--- src/rtl/gpio_bank_pkg.sv ---
package gpio_bank_pkg;

    localparam int ADDR_W = 8;

    // Register selector decoded from the byte offset
    typedef enum logic [3:0] {
        SEL_LEVEL    = 4'd0,
        SEL_DIR      = 4'd1,
        SEL_OUT_SET  = 4'd2,
        SEL_OUT_CLR  = 4'd3,
        SEL_RISE     = 4'd4,
        SEL_FALL     = 4'd5,
        SEL_STAT     = 4'd6,
        SEL_DIR_SET  = 4'd7,
        SEL_DIR_CLR  = 4'd8,
        SEL_RISE_SET = 4'd9,
        SEL_RISE_CLR = 4'd10,
        SEL_FALL_SET = 4'd11,
        SEL_FALL_CLR = 4'd12,
        SEL_MASK     = 4'd13,
        SEL_NONE     = 4'd15
    } reg_sel_e;

    // Indices of the four registers that carry set/clear aliases
    localparam int CTL_DIR  = 0;
    localparam int CTL_OUT  = 1;
    localparam int CTL_RISE = 2;
    localparam int CTL_FALL = 3;
    localparam int CTL_CNT  = 4;

    typedef struct packed {
        logic     wr_en;
        logic     rd_en;
        reg_sel_e sel;
    } bus_cmd_t;

    function automatic reg_sel_e decode_offset(input logic [ADDR_W-1:0] a);
        reg_sel_e s;
        case (a)
            8'h00:   s = SEL_LEVEL;
            8'h0C:   s = SEL_DIR;
            8'h18:   s = SEL_OUT_SET;
            8'h24:   s = SEL_OUT_CLR;
            8'h30:   s = SEL_RISE;
            8'h3C:   s = SEL_FALL;
            8'h48:   s = SEL_STAT;
            8'h54:   s = SEL_DIR_SET;
            8'h60:   s = SEL_DIR_CLR;
            8'h6C:   s = SEL_RISE_SET;
            8'h78:   s = SEL_RISE_CLR;
            8'h84:   s = SEL_FALL_SET;
            8'h90:   s = SEL_FALL_CLR;
            8'h9C:   s = SEL_MASK;
            default: s = SEL_NONE;
        endcase
        return s;
    endfunction

    function automatic logic is_write_only(input reg_sel_e s);
        return (s == SEL_OUT_SET)  || (s == SEL_OUT_CLR)  ||
               (s == SEL_DIR_SET)  || (s == SEL_DIR_CLR)  ||
               (s == SEL_RISE_SET) || (s == SEL_RISE_CLR) ||
               (s == SEL_FALL_SET) || (s == SEL_FALL_CLR);
    endfunction

    // Direct read/write address of a control register (SEL_NONE if none)
    function automatic reg_sel_e ctl_direct(input int idx);
        case (idx)
            CTL_DIR:  return SEL_DIR;
            CTL_RISE: return SEL_RISE;
            CTL_FALL: return SEL_FALL;
            default:  return SEL_NONE;
        endcase
    endfunction

    function automatic reg_sel_e ctl_set(input int idx);
        case (idx)
            CTL_DIR:  return SEL_DIR_SET;
            CTL_OUT:  return SEL_OUT_SET;
            CTL_RISE: return SEL_RISE_SET;
            default:  return SEL_FALL_SET;
        endcase
    endfunction

    function automatic reg_sel_e ctl_clr(input int idx);
        case (idx)
            CTL_DIR:  return SEL_DIR_CLR;
            CTL_OUT:  return SEL_OUT_CLR;
            CTL_RISE: return SEL_RISE_CLR;
            default:  return SEL_FALL_CLR;
        endcase
    endfunction

endpackage

--- src/rtl/gpio_input_sync.sv ---
module gpio_input_sync #(
    parameter int WIDTH  = 32,
    parameter int STAGES = 2
) (
    input  logic             clk,
    input  logic             rst,
    input  logic [WIDTH-1:0] async_in,
    output logic [WIDTH-1:0] sync_out
);
    logic [WIDTH-1:0] chain_q [STAGES];

    for (genvar s = 0; s < STAGES; s++) begin : g_stage
        if (s == 0) begin : g_first
            always_ff @(posedge clk) begin
                if (rst) chain_q[0] <= '0;
                else     chain_q[0] <= async_in;
            end
        end else begin : g_next
            always_ff @(posedge clk) begin
                if (rst) chain_q[s] <= '0;
                else     chain_q[s] <= chain_q[s-1];
            end
        end
    end

    assign sync_out = chain_q[STAGES-1];
endmodule

--- src/rtl/gpio_ctrl_regs.sv ---
module gpio_ctrl_regs
    import gpio_bank_pkg::*;
#(
    parameter int N_LINES = 32
) (
    input  logic               clk,
    input  logic               rst,
    input  bus_cmd_t           cmd,
    input  logic [N_LINES-1:0] wdata,
    output logic [N_LINES-1:0] dir,
    output logic [N_LINES-1:0] out,
    output logic [N_LINES-1:0] rise_en,
    output logic [N_LINES-1:0] fall_en,
    output logic [N_LINES-1:0] mask
);
    logic [N_LINES-1:0] ctl_q [CTL_CNT];
    logic [N_LINES-1:0] mask_q;

    for (genvar g = 0; g < CTL_CNT; g++) begin : g_ctl
        localparam reg_sel_e DIRECT_SEL = ctl_direct(g);
        localparam reg_sel_e SET_SEL    = ctl_set(g);
        localparam reg_sel_e CLR_SEL    = ctl_clr(g);

        always_ff @(posedge clk) begin
            if (rst) begin
                ctl_q[g] <= '0;
            end else if (cmd.wr_en) begin
                if (DIRECT_SEL != SEL_NONE && cmd.sel == DIRECT_SEL)
                    ctl_q[g] <= wdata;
                else if (cmd.sel == SET_SEL)
                    ctl_q[g] <= ctl_q[g] | wdata;
                else if (cmd.sel == CLR_SEL)
                    ctl_q[g] <= ctl_q[g] & ~wdata;
            end
        end
    end

    always_ff @(posedge clk) begin
        if (rst)
            mask_q <= '0;
        else if (cmd.wr_en && cmd.sel == SEL_MASK)
            mask_q <= wdata;
    end

    assign dir     = ctl_q[CTL_DIR];
    assign out     = ctl_q[CTL_OUT];
    assign rise_en = ctl_q[CTL_RISE];
    assign fall_en = ctl_q[CTL_FALL];
    assign mask    = mask_q;


    dir_set_alias_chk: assert property (@(posedge clk) disable iff (rst)
        (cmd.wr_en && cmd.sel == SEL_DIR_SET) |=> ((dir & $past(wdata)) == $past(wdata)));


    set_keeps_chk: assert property (@(posedge clk) disable iff (rst)
        (cmd.wr_en && cmd.sel == SEL_RISE_SET) |=> ((rise_en & $past(rise_en)) == $past(rise_en)));


    out_clr_alias_chk: assert property (@(posedge clk) disable iff (rst)
        (cmd.wr_en && cmd.sel == SEL_OUT_CLR) |=> ((out & $past(wdata)) == '0));


    clr_keeps_chk: assert property (@(posedge clk) disable iff (rst)
        (cmd.wr_en && cmd.sel == SEL_FALL_CLR) |=> ((fall_en & ~$past(wdata)) == ($past(fall_en) & ~$past(wdata))));
endmodule

--- src/rtl/gpio_edge_latch.sv ---
module gpio_edge_latch #(
    parameter int N_LINES = 32
) (
    input  logic               clk,
    input  logic               rst,
    input  logic [N_LINES-1:0] level,
    input  logic [N_LINES-1:0] rise_en,
    input  logic [N_LINES-1:0] fall_en,
    input  logic [N_LINES-1:0] clr_bits,
    output logic [N_LINES-1:0] status
);
    logic [N_LINES-1:0] prev_q;
    logic [N_LINES-1:0] status_q;
    logic [N_LINES-1:0] event_bits;

    always_ff @(posedge clk) begin
        if (rst) prev_q <= '0;
        else     prev_q <= level;
    end

    assign event_bits = (level & ~prev_q & rise_en) | (~level & prev_q & fall_en);

    // Event set has priority over the write-one-to-clear
    always_ff @(posedge clk) begin
        if (rst) status_q <= '0;
        else     status_q <= (status_q & ~clr_bits) | event_bits;
    end

    assign status = status_q;


    status_hold_chk: assert property (@(posedge clk) disable iff (rst)
        ((level == prev_q) && (clr_bits == '0)) |=> (status == $past(status)));


    w1c_chk: assert property (@(posedge clk) disable iff (rst)
        (clr_bits != '0) |=> ((status & $past(clr_bits & ~event_bits)) == '0));


    set_wins_chk: assert property (@(posedge clk) disable iff (rst)
        ((clr_bits & event_bits) != '0) |=> ((status & $past(clr_bits & event_bits)) == $past(clr_bits & event_bits)));
endmodule

--- src/rtl/gpio_edge_bank.sv ---
module gpio_edge_bank
    import gpio_bank_pkg::*;
#(
    parameter int N_LINES     = 32,
    parameter int SYNC_STAGES = 2
) (
    input  logic                 clk,
    input  logic                 rst,
    input  logic                 bus_vld,
    input  logic                 bus_wr,
    input  logic [ADDR_W-1:0]    bus_addr,
    input  logic [N_LINES-1:0]   bus_wdata,
    output logic [N_LINES-1:0]   bus_rdata,
    input  logic [N_LINES-1:0]   pad_in,
    output logic [N_LINES-1:0]   pad_out,
    output logic [N_LINES-1:0]   pad_oe,
    output logic                 irq
);
    bus_cmd_t           cmd;
    logic [N_LINES-1:0] level;
    logic [N_LINES-1:0] dir, out, rise_en, fall_en, mask;
    logic [N_LINES-1:0] status;
    logic [N_LINES-1:0] clr_bits;
    logic [N_LINES-1:0] rd_mux;
    logic [N_LINES-1:0] rdata_q;

    always_comb begin
        cmd.sel   = decode_offset(bus_addr);
        cmd.wr_en = bus_vld && bus_wr;
        cmd.rd_en = bus_vld && !bus_wr;
    end

    gpio_input_sync #(.WIDTH(N_LINES), .STAGES(SYNC_STAGES)) u_sync (
        .clk      (clk),
        .rst      (rst),
        .async_in (pad_in),
        .sync_out (level)
    );

    gpio_ctrl_regs #(.N_LINES(N_LINES)) u_regs (
        .clk     (clk),
        .rst     (rst),
        .cmd     (cmd),
        .wdata   (bus_wdata),
        .dir     (dir),
        .out     (out),
        .rise_en (rise_en),
        .fall_en (fall_en),
        .mask    (mask)
    );

    assign clr_bits = (cmd.wr_en && cmd.sel == SEL_STAT) ? bus_wdata : '0;

    gpio_edge_latch #(.N_LINES(N_LINES)) u_edge (
        .clk      (clk),
        .rst      (rst),
        .level    (level),
        .rise_en  (rise_en),
        .fall_en  (fall_en),
        .clr_bits (clr_bits),
        .status   (status)
    );

    always_comb begin
        case (cmd.sel)
            SEL_LEVEL: rd_mux = level;
            SEL_DIR:   rd_mux = dir;
            SEL_RISE:  rd_mux = rise_en;
            SEL_FALL:  rd_mux = fall_en;
            SEL_STAT:  rd_mux = status;
            SEL_MASK:  rd_mux = mask;
            default:   rd_mux = '0;
        endcase
    end

    always_ff @(posedge clk) begin
        if (rst)            rdata_q <= '0;
        else if (cmd.rd_en) rdata_q <= rd_mux;
    end

    assign bus_rdata = rdata_q;
    assign pad_out   = out;
    assign pad_oe    = dir;
    assign irq       = |(status & mask);


    wo_read_zero_chk: assert property (@(posedge clk) disable iff (rst)
        (cmd.rd_en && (is_write_only(cmd.sel) || cmd.sel == SEL_NONE)) |=> (bus_rdata == '0));


    irq_needs_mask_chk: assert property (@(posedge clk) disable iff (rst)
        irq |-> (mask != '0) && (status != '0));


    oe_follows_dir_wr_chk: assert property (@(posedge clk) disable iff (rst)
        (cmd.wr_en && cmd.sel == SEL_DIR) |=> (pad_oe == $past(bus_wdata)));
endmodule

--- config.mk ---
export PLATFORM = sky130hd
export DESIGN_NAME = gpio_edge_bank
export DESIGN_NICKNAME = d
export VERILOG_FILES = /design/src/rtl/gpio_bank_pkg.sv /design/src/rtl/gpio_input_sync.sv /design/src/rtl/gpio_ctrl_regs.sv /design/src/rtl/gpio_edge_latch.sv /design/src/rtl/gpio_edge_bank.sv
export SDC_FILE = /design/constraint.sdc
export NUM_CORES = 1
export LEC_CHECK = 0
export ABC_CLOCK_PERIOD_IN_PS = 4400
export BUFFER_PORTS_ARGS = -buffer_cell sky130_fd_sc_hd__buf_4
export CAP_MARGIN = 30
export CORE_MARGIN = 2
export CORE_UTILIZATION = 35
export DETAILED_ROUTE_END_ITERATION = 10
export PLACE_DENSITY = 0.55
export REMOVE_ABC_BUFFERS = 1
export SYNTH_ARGS = -nofsm -noshare
export SYNTH_HDL_FRONTEND = slang
export SYNTH_HIERARCHICAL = 1
export SYNTH_SLANG_ARGS = --single-unit
--- constraint.sdc ---
create_clock -name clk -period 4.4 [get_ports clk]
set_input_delay 0.88 -clock clk [delete_from_list [all_inputs] [get_ports clk]]
set_output_delay 0.88 -clock clk [all_outputs]
set_load 0.02 [all_outputs]
# Word-level counts from Yosys, hierarchy flattened
# Memories as Yosys holds them, arrays and structs flattened.
# Cells that the tools add are included.
totals:
  ff_bits: 128
  latch_bits: 0
  ram_bits: 192
  mem_bits_ro: 0
  n_memories: 2
classes:
  add_sub_neg: 0
  n_mul: 0
  div: 0
  n_lt_le_gt_ge: 0
  n_eq_ne: 26
  n_shift: 0
  n_mux: 73
  n_bitwise: 33
  n_reduce_logical: 8
mem_list:
  columns: ["memory", "words", "word_bits", "read_ports", "rd_clocked_by_memory_dff", "wr", "line_no", "rtl"]
  rows:
  - ["u_regs.ctl_q", 4, 32, 4, 0, 4, "gpio_ctrl_regs.sv:16", "logic [N_LINES-1:0] ctl_q [CTL_CNT];"]
  - ["u_sync.chain_q", 2, 32, 2, 0, 2, "gpio_input_sync.sv:10", "logic [WIDTH-1:0] chain_q [STAGES];"]
op_table:
  columns: ["operator", "n"]
  rows:
  - ["$mux W32", 14]
  - ["$and A32 B32 Y32", 10]
  - ["$or A32 B32 Y32", 6]
  - ["$pmux W32 S6", 1]
  - ["$not A32 Y32", 4]
  - ["$mux W1", 57]
  - ["$pmux W4 S14", 1]
  - ["$eq A8 B7 Y1 const B", 5]
  - ["$reduce_or A32 Y1", 1]
  - ["$eq A4 B4 Y1 const B", 6]
  - ["$eq A8 B6 Y1 const B", 3]
  - ["$eq A8 B8 Y1 const B", 3]
  - ["$eq A4 B3 Y1 const B", 4]
  - ["$or A1 B1 Y1", 13]
  - ["$eq A4 B2 Y1 const B", 2]
  - ["$eq A8 B4 Y1 const B", 1]
  - ["$eq A8 B5 Y1 const B", 1]
  - ["$logic_not A8 Y1", 1]
  - ["$eq A4 B1 Y1 const B", 1]
  - ["$logic_and A1 B1 Y1", 4]
  - ["$logic_not A4 Y1", 1]
  - ["$logic_not A1 Y1", 1]

# Logic depth before layout (Yosys ltp)
logic_depth:
  word_depth: 10
  mapped_depth: 12
  mapped_depth_nobuf: 7

# Hierarchy
# Netlist, hierarchy kept.
modules_own_cells:
  columns: ["module", "instances", "cells_each", "area_each_um2", "seq_area_each_um2"]
  rows:
  - ["gpio_ctrl_regs", 1, 623, 7716.2, 4484.3]
  - ["gpio_edge_bank", 1, 391, 3153.0, 640.6]
  - ["gpio_edge_latch", 1, 231, 2453.6, 1281.2]
  - ["gpio_input_sync", 1, 135, 1918.1, 1281.2]

# Worst setup path before layout
# No wires, ideal clock.
synth_timing:
  path_type: "input-to-reg"
  from: "in bus_addr[6]"
  to: "mem u_regs.ctl_q[2][0] (enable)"
  setup_time_ps: 388
  arrival_ps: 3531
  setup_slack_ps: 481
  path_stages: 9
  n_path_buf: 2
  cell_sequence: "buf_2 > or3b_1 > or4_1 > o21ai_2 > o22ai_1 > buf_2 > or4b_1 > o21ai_0 > a21o_1"
synth_lines:
  columns: ["item", "line_no", "rtl"]
  rows:
  - ["start, declared", "gpio_edge_bank.sv:11", "input logic [ADDR_W-1:0] bus_addr,"]
  - ["end, declared", "gpio_ctrl_regs.sv:16", null]

==> impl_metrics.csv <==
group,metric,value,unit
pwr,switchingPower,0.00172,W
place,place.gp.congestion,0.813,
critical_path,arrival,3640,ps
floorplan,num_rows,76,
floorplan,chipHeight,213,um
routing,avgRoutedWirePerCell,23.0,um
timing,slew-limit-headroom,34.1,%
synthesis,synth_top_family_by_area,"simple AND/OR/NAND/NOR gates",
finish,final_common_cell,"buf_4",
floorplan,fp.coreArea,43000,um2
pwr,p_clk_share,46.0,%
timing,timing.final.crit_share,78.0,%
finish,num_antenna_cells,0,
routing,dr.first_iter.drc_count,1053,
clocking,cts_htree_levels,2,
pwr,p_leak,6.50,nW
place,port_buffers,172,
clocking,cts_sinks,320,
grt,antenna_found_initial,0,
grt,overflow,0,
synthesis,synth-seq-area-share,50.4,%
synthesis,ys_ff_latch,320,
pwr,power_per_cell_area,390,nW/um2
pwr,p_sw_share,24.2,%
floorplan,dieWidth,213,um
synthesis,async_flop_share,0,%
synthesis,yosys.area_share.simple,23.2,%
timing,setup_slack,969,ps
critical_path,worstSetupStartpointType,"input port",
run_status,status,"complete, no violations",
clocking,holdBufCountCts,0,
grt,grt_pass1_vias,11200,
timing,setup_viol_count_final,0,
pwr,pwr-share-comb,8.0,%
timing,finClkSkew,13.4,ps
timing,final_max_slew_viol_count,0,
synthesis,ys.flop_type,"dfxtp_1",
clocking,post_cts_buffers,0,
synthesis,avgSynthCellArea,11.0,um2
timing,period_minus_slack,3430,ps
synthesis,synth_compound_area_share,18.9,%
routing,firstDrtPassIters,6,
clocking,root_buffer,"clkbuf_16",
worst_hold_path,holdCritPathClass,"reg2reg",
routing,drt_wl_total,48.6,mm
routing,dr_total_vias,11700,
critical_path,critPathMaxFanout,18,
finish,nets,1574,
finish,area_growth,19.8,%
critical_path,path_class,"in2reg",
synthesis,syn-cell-area,15200,um2
clocking,clk_latency,540,ps
clocking,path_clk_slew,60,ps
routing,via_per_inst,5.54,
synthesis,muxShareOfSynthArea,2.18,%
synthesis,netlist_instances,1380,
synthesis,synth_fa_ha_area_share,0,%
clocking,cts_resized,0,
grt,grt_pass1_wl,72.1,mm
timing,rsz0062_at_grt,"false",
synthesis,synth-edff-count,128,
grt,grt_max_degree,173,
timing,fmax,0.291,GHz
clocking,cts_buffers,37,
pwr,p_int,0.00540,W
place,post-place-ws,503,ps
finish,most-common-layout-cells,"buf_4 (210), dfxtp_1 (192), edfxtp_1 (128)",
synthesis,yosysWarnings,6,
clocking,cts_buffer_depth,3,
floorplan,die-area,45200,um2
synthesis,synth-xor-area-share,0.287,%
routing,antenna_left,0,
grt,grt_usage,21.2,%
clocking,cts_tree,"built",
synthesis,yosysUniqueCellTypes,65,
job,cap_violations,0,
pwr,p_total,0.00712,W
finish,nFillCells,4175,
timing,worstMarginPinSlew,989,ps
finish,drive_above_1_share,23.4,%
routing,drcViolationCount,0,
pwr,ir_worst_vdd,0.233,mV
timing,hold_viol,0,
floorplan,start_util,35.5,%
critical_path,cp-end-kind,"register",
place,dp_hpwl,30.7,mm
pwr,p_seq_share,46.0,%
critical_path,critPathRequiredTime,4610,ps
floorplan,ios,173,
==> worst paths after layout <==
kind	from	end	slack, ps	depth (start not counted)
max	bus_addr[5]	u_regs/ctl_q[0][12]$_DFFE_PP_	970	9
min	u_sync/chain_q[0][15]$_SDFF_PP0_	u_sync/chain_q[1][15]$_SDFF_PP0_	430	1
max reg2reg	u_regs/ctl_q[0][2]$_DFFE_PP_	bus_rdata[2]$_SDFFE_PP0P_	3060	4
min reg2reg	u_sync/chain_q[0][15]$_SDFF_PP0_	u_sync/chain_q[1][15]$_SDFF_PP0_	430	1
==> final cells by class <==
cell class | instances | area (um2) | share of cell area (%)
multi-input combinational | 920 | 6840 | 37.5
inverter | 2 | 7.51 | 0.0411
tap | 585 | 732 | 4.01
clock buffer | 51 | 1050 | 5.77
timing repair buffer | 217 | 1710 | 9.37
sequential | 320 | 7690 | 42.1
clock inverter | 16 | 224 | 1.23
==> layer usage <==
metal  GRT usage (%)  wire (um)  share of wire (%)
met5               0          0                  0
met4            6.22       1090                2.3
met3            3.22       3520                7.2
met2            32.5      21700                 45
met1            30.9      22200                 46
==> state kept, by name (all words and copies together), names as in the netlist <==
register / flops
u_edge/status: 32
u_edge/prev_q: 32
u_sync/chain_q: 64
u_regs/mask: 32
bus_rdata: 32
u_regs/ctl_q: 128
==> synth_stat cells (3+ instances only) <==
cell type	instances	area, um2
a211oi_1	39	293
a21o_1	4	30.0
a21oi_1	4	20.0
a221oi_1	5	43.8
a222oi_1	11	110
a22o_1	84	736
a22oi_1	70	526
a2bb2oi_1	12	105
a311oi_1	22	193
a31oi_1	35	219
a32o_1	29	290
and2_1	6	37.5
and3_1	35	219
and4b_1	4	40.0
and4bb_1	3	37.5
buf_1	33	124
buf_2	39	195
buf_4	10	75.1
buf_6	17	191
clkbuf_1	37	139
dfxtp_1	192	3840
edfxtp_1	128	3840
mux2i_1	32	320
nand2_1	6	22.5
nand2b_1	113	707
nand3_1	4	20.0
nand3b_1	68	510
nand4_1	5	31.3
nor2_1	66	248
nor2b_1	102	638
nor2b_2	60	526
nor3b_1	34	255
nor4bb_1	3	30.0
o211ai_1	3	22.5
o21ai_0	5	25.0
o21bai_1	5	37.5
o22a_1	11	96.3
or3b_1	3	26.3
xor2_1	4	35.0
==> kinds of logic (layout without fill, tap and decap cells) <==
logic type | after synthesis | after routing
AOI/OAI and AO/OA | 351 | 351
xor gates and xnor gates | 5 | 5
buffers and inverters | 140 | 286
DFF | 320 | 320
muxes | 33 | 33
and+or+nand+nor | 531 | 531
==> critical path, cell delays in order <==
cell and delay (ps):
buf_4 170, or3b_1 410, or4_1 430, o21ai_2 170
o221ai_2 330, or4b_1 650, o21ai_0 120, a21o_1 160
buf_4 310
==> power by group through the flow <==
stage / clock [W] / combinational (W) / sequential [W]
3_5_place_dp: 0 / 0.000574 / 0.00334
4_1_cts: 0.00335 / 0.000576 / 0.00328
6_report: 0.00328 / 0.000573 / 0.00328
5_1_grt: 0.00346 / 0.000619 / 0.00329
3_3_place_gp: 0 / 0.000569 / 0.00334
2_1_floorplan: 0 / 0.000217 / 0.00335
==> per-stage QoR <==
step                      instances  hold WS [ps]  instance area [um2]  TNS, ps  utilization [%]
after floorplan                1242           414                14500  -108640                -
after global placement         2044           422                17000        0             39.5
after detailed placement       2044           420                17000        0             39.5
after CTS                      2111           438                18300        0             42.5
after global routing           2111           449                18300        0             42.5
final                          2111           434                18300        0             42.5
(Power assumes the default switching activity.)
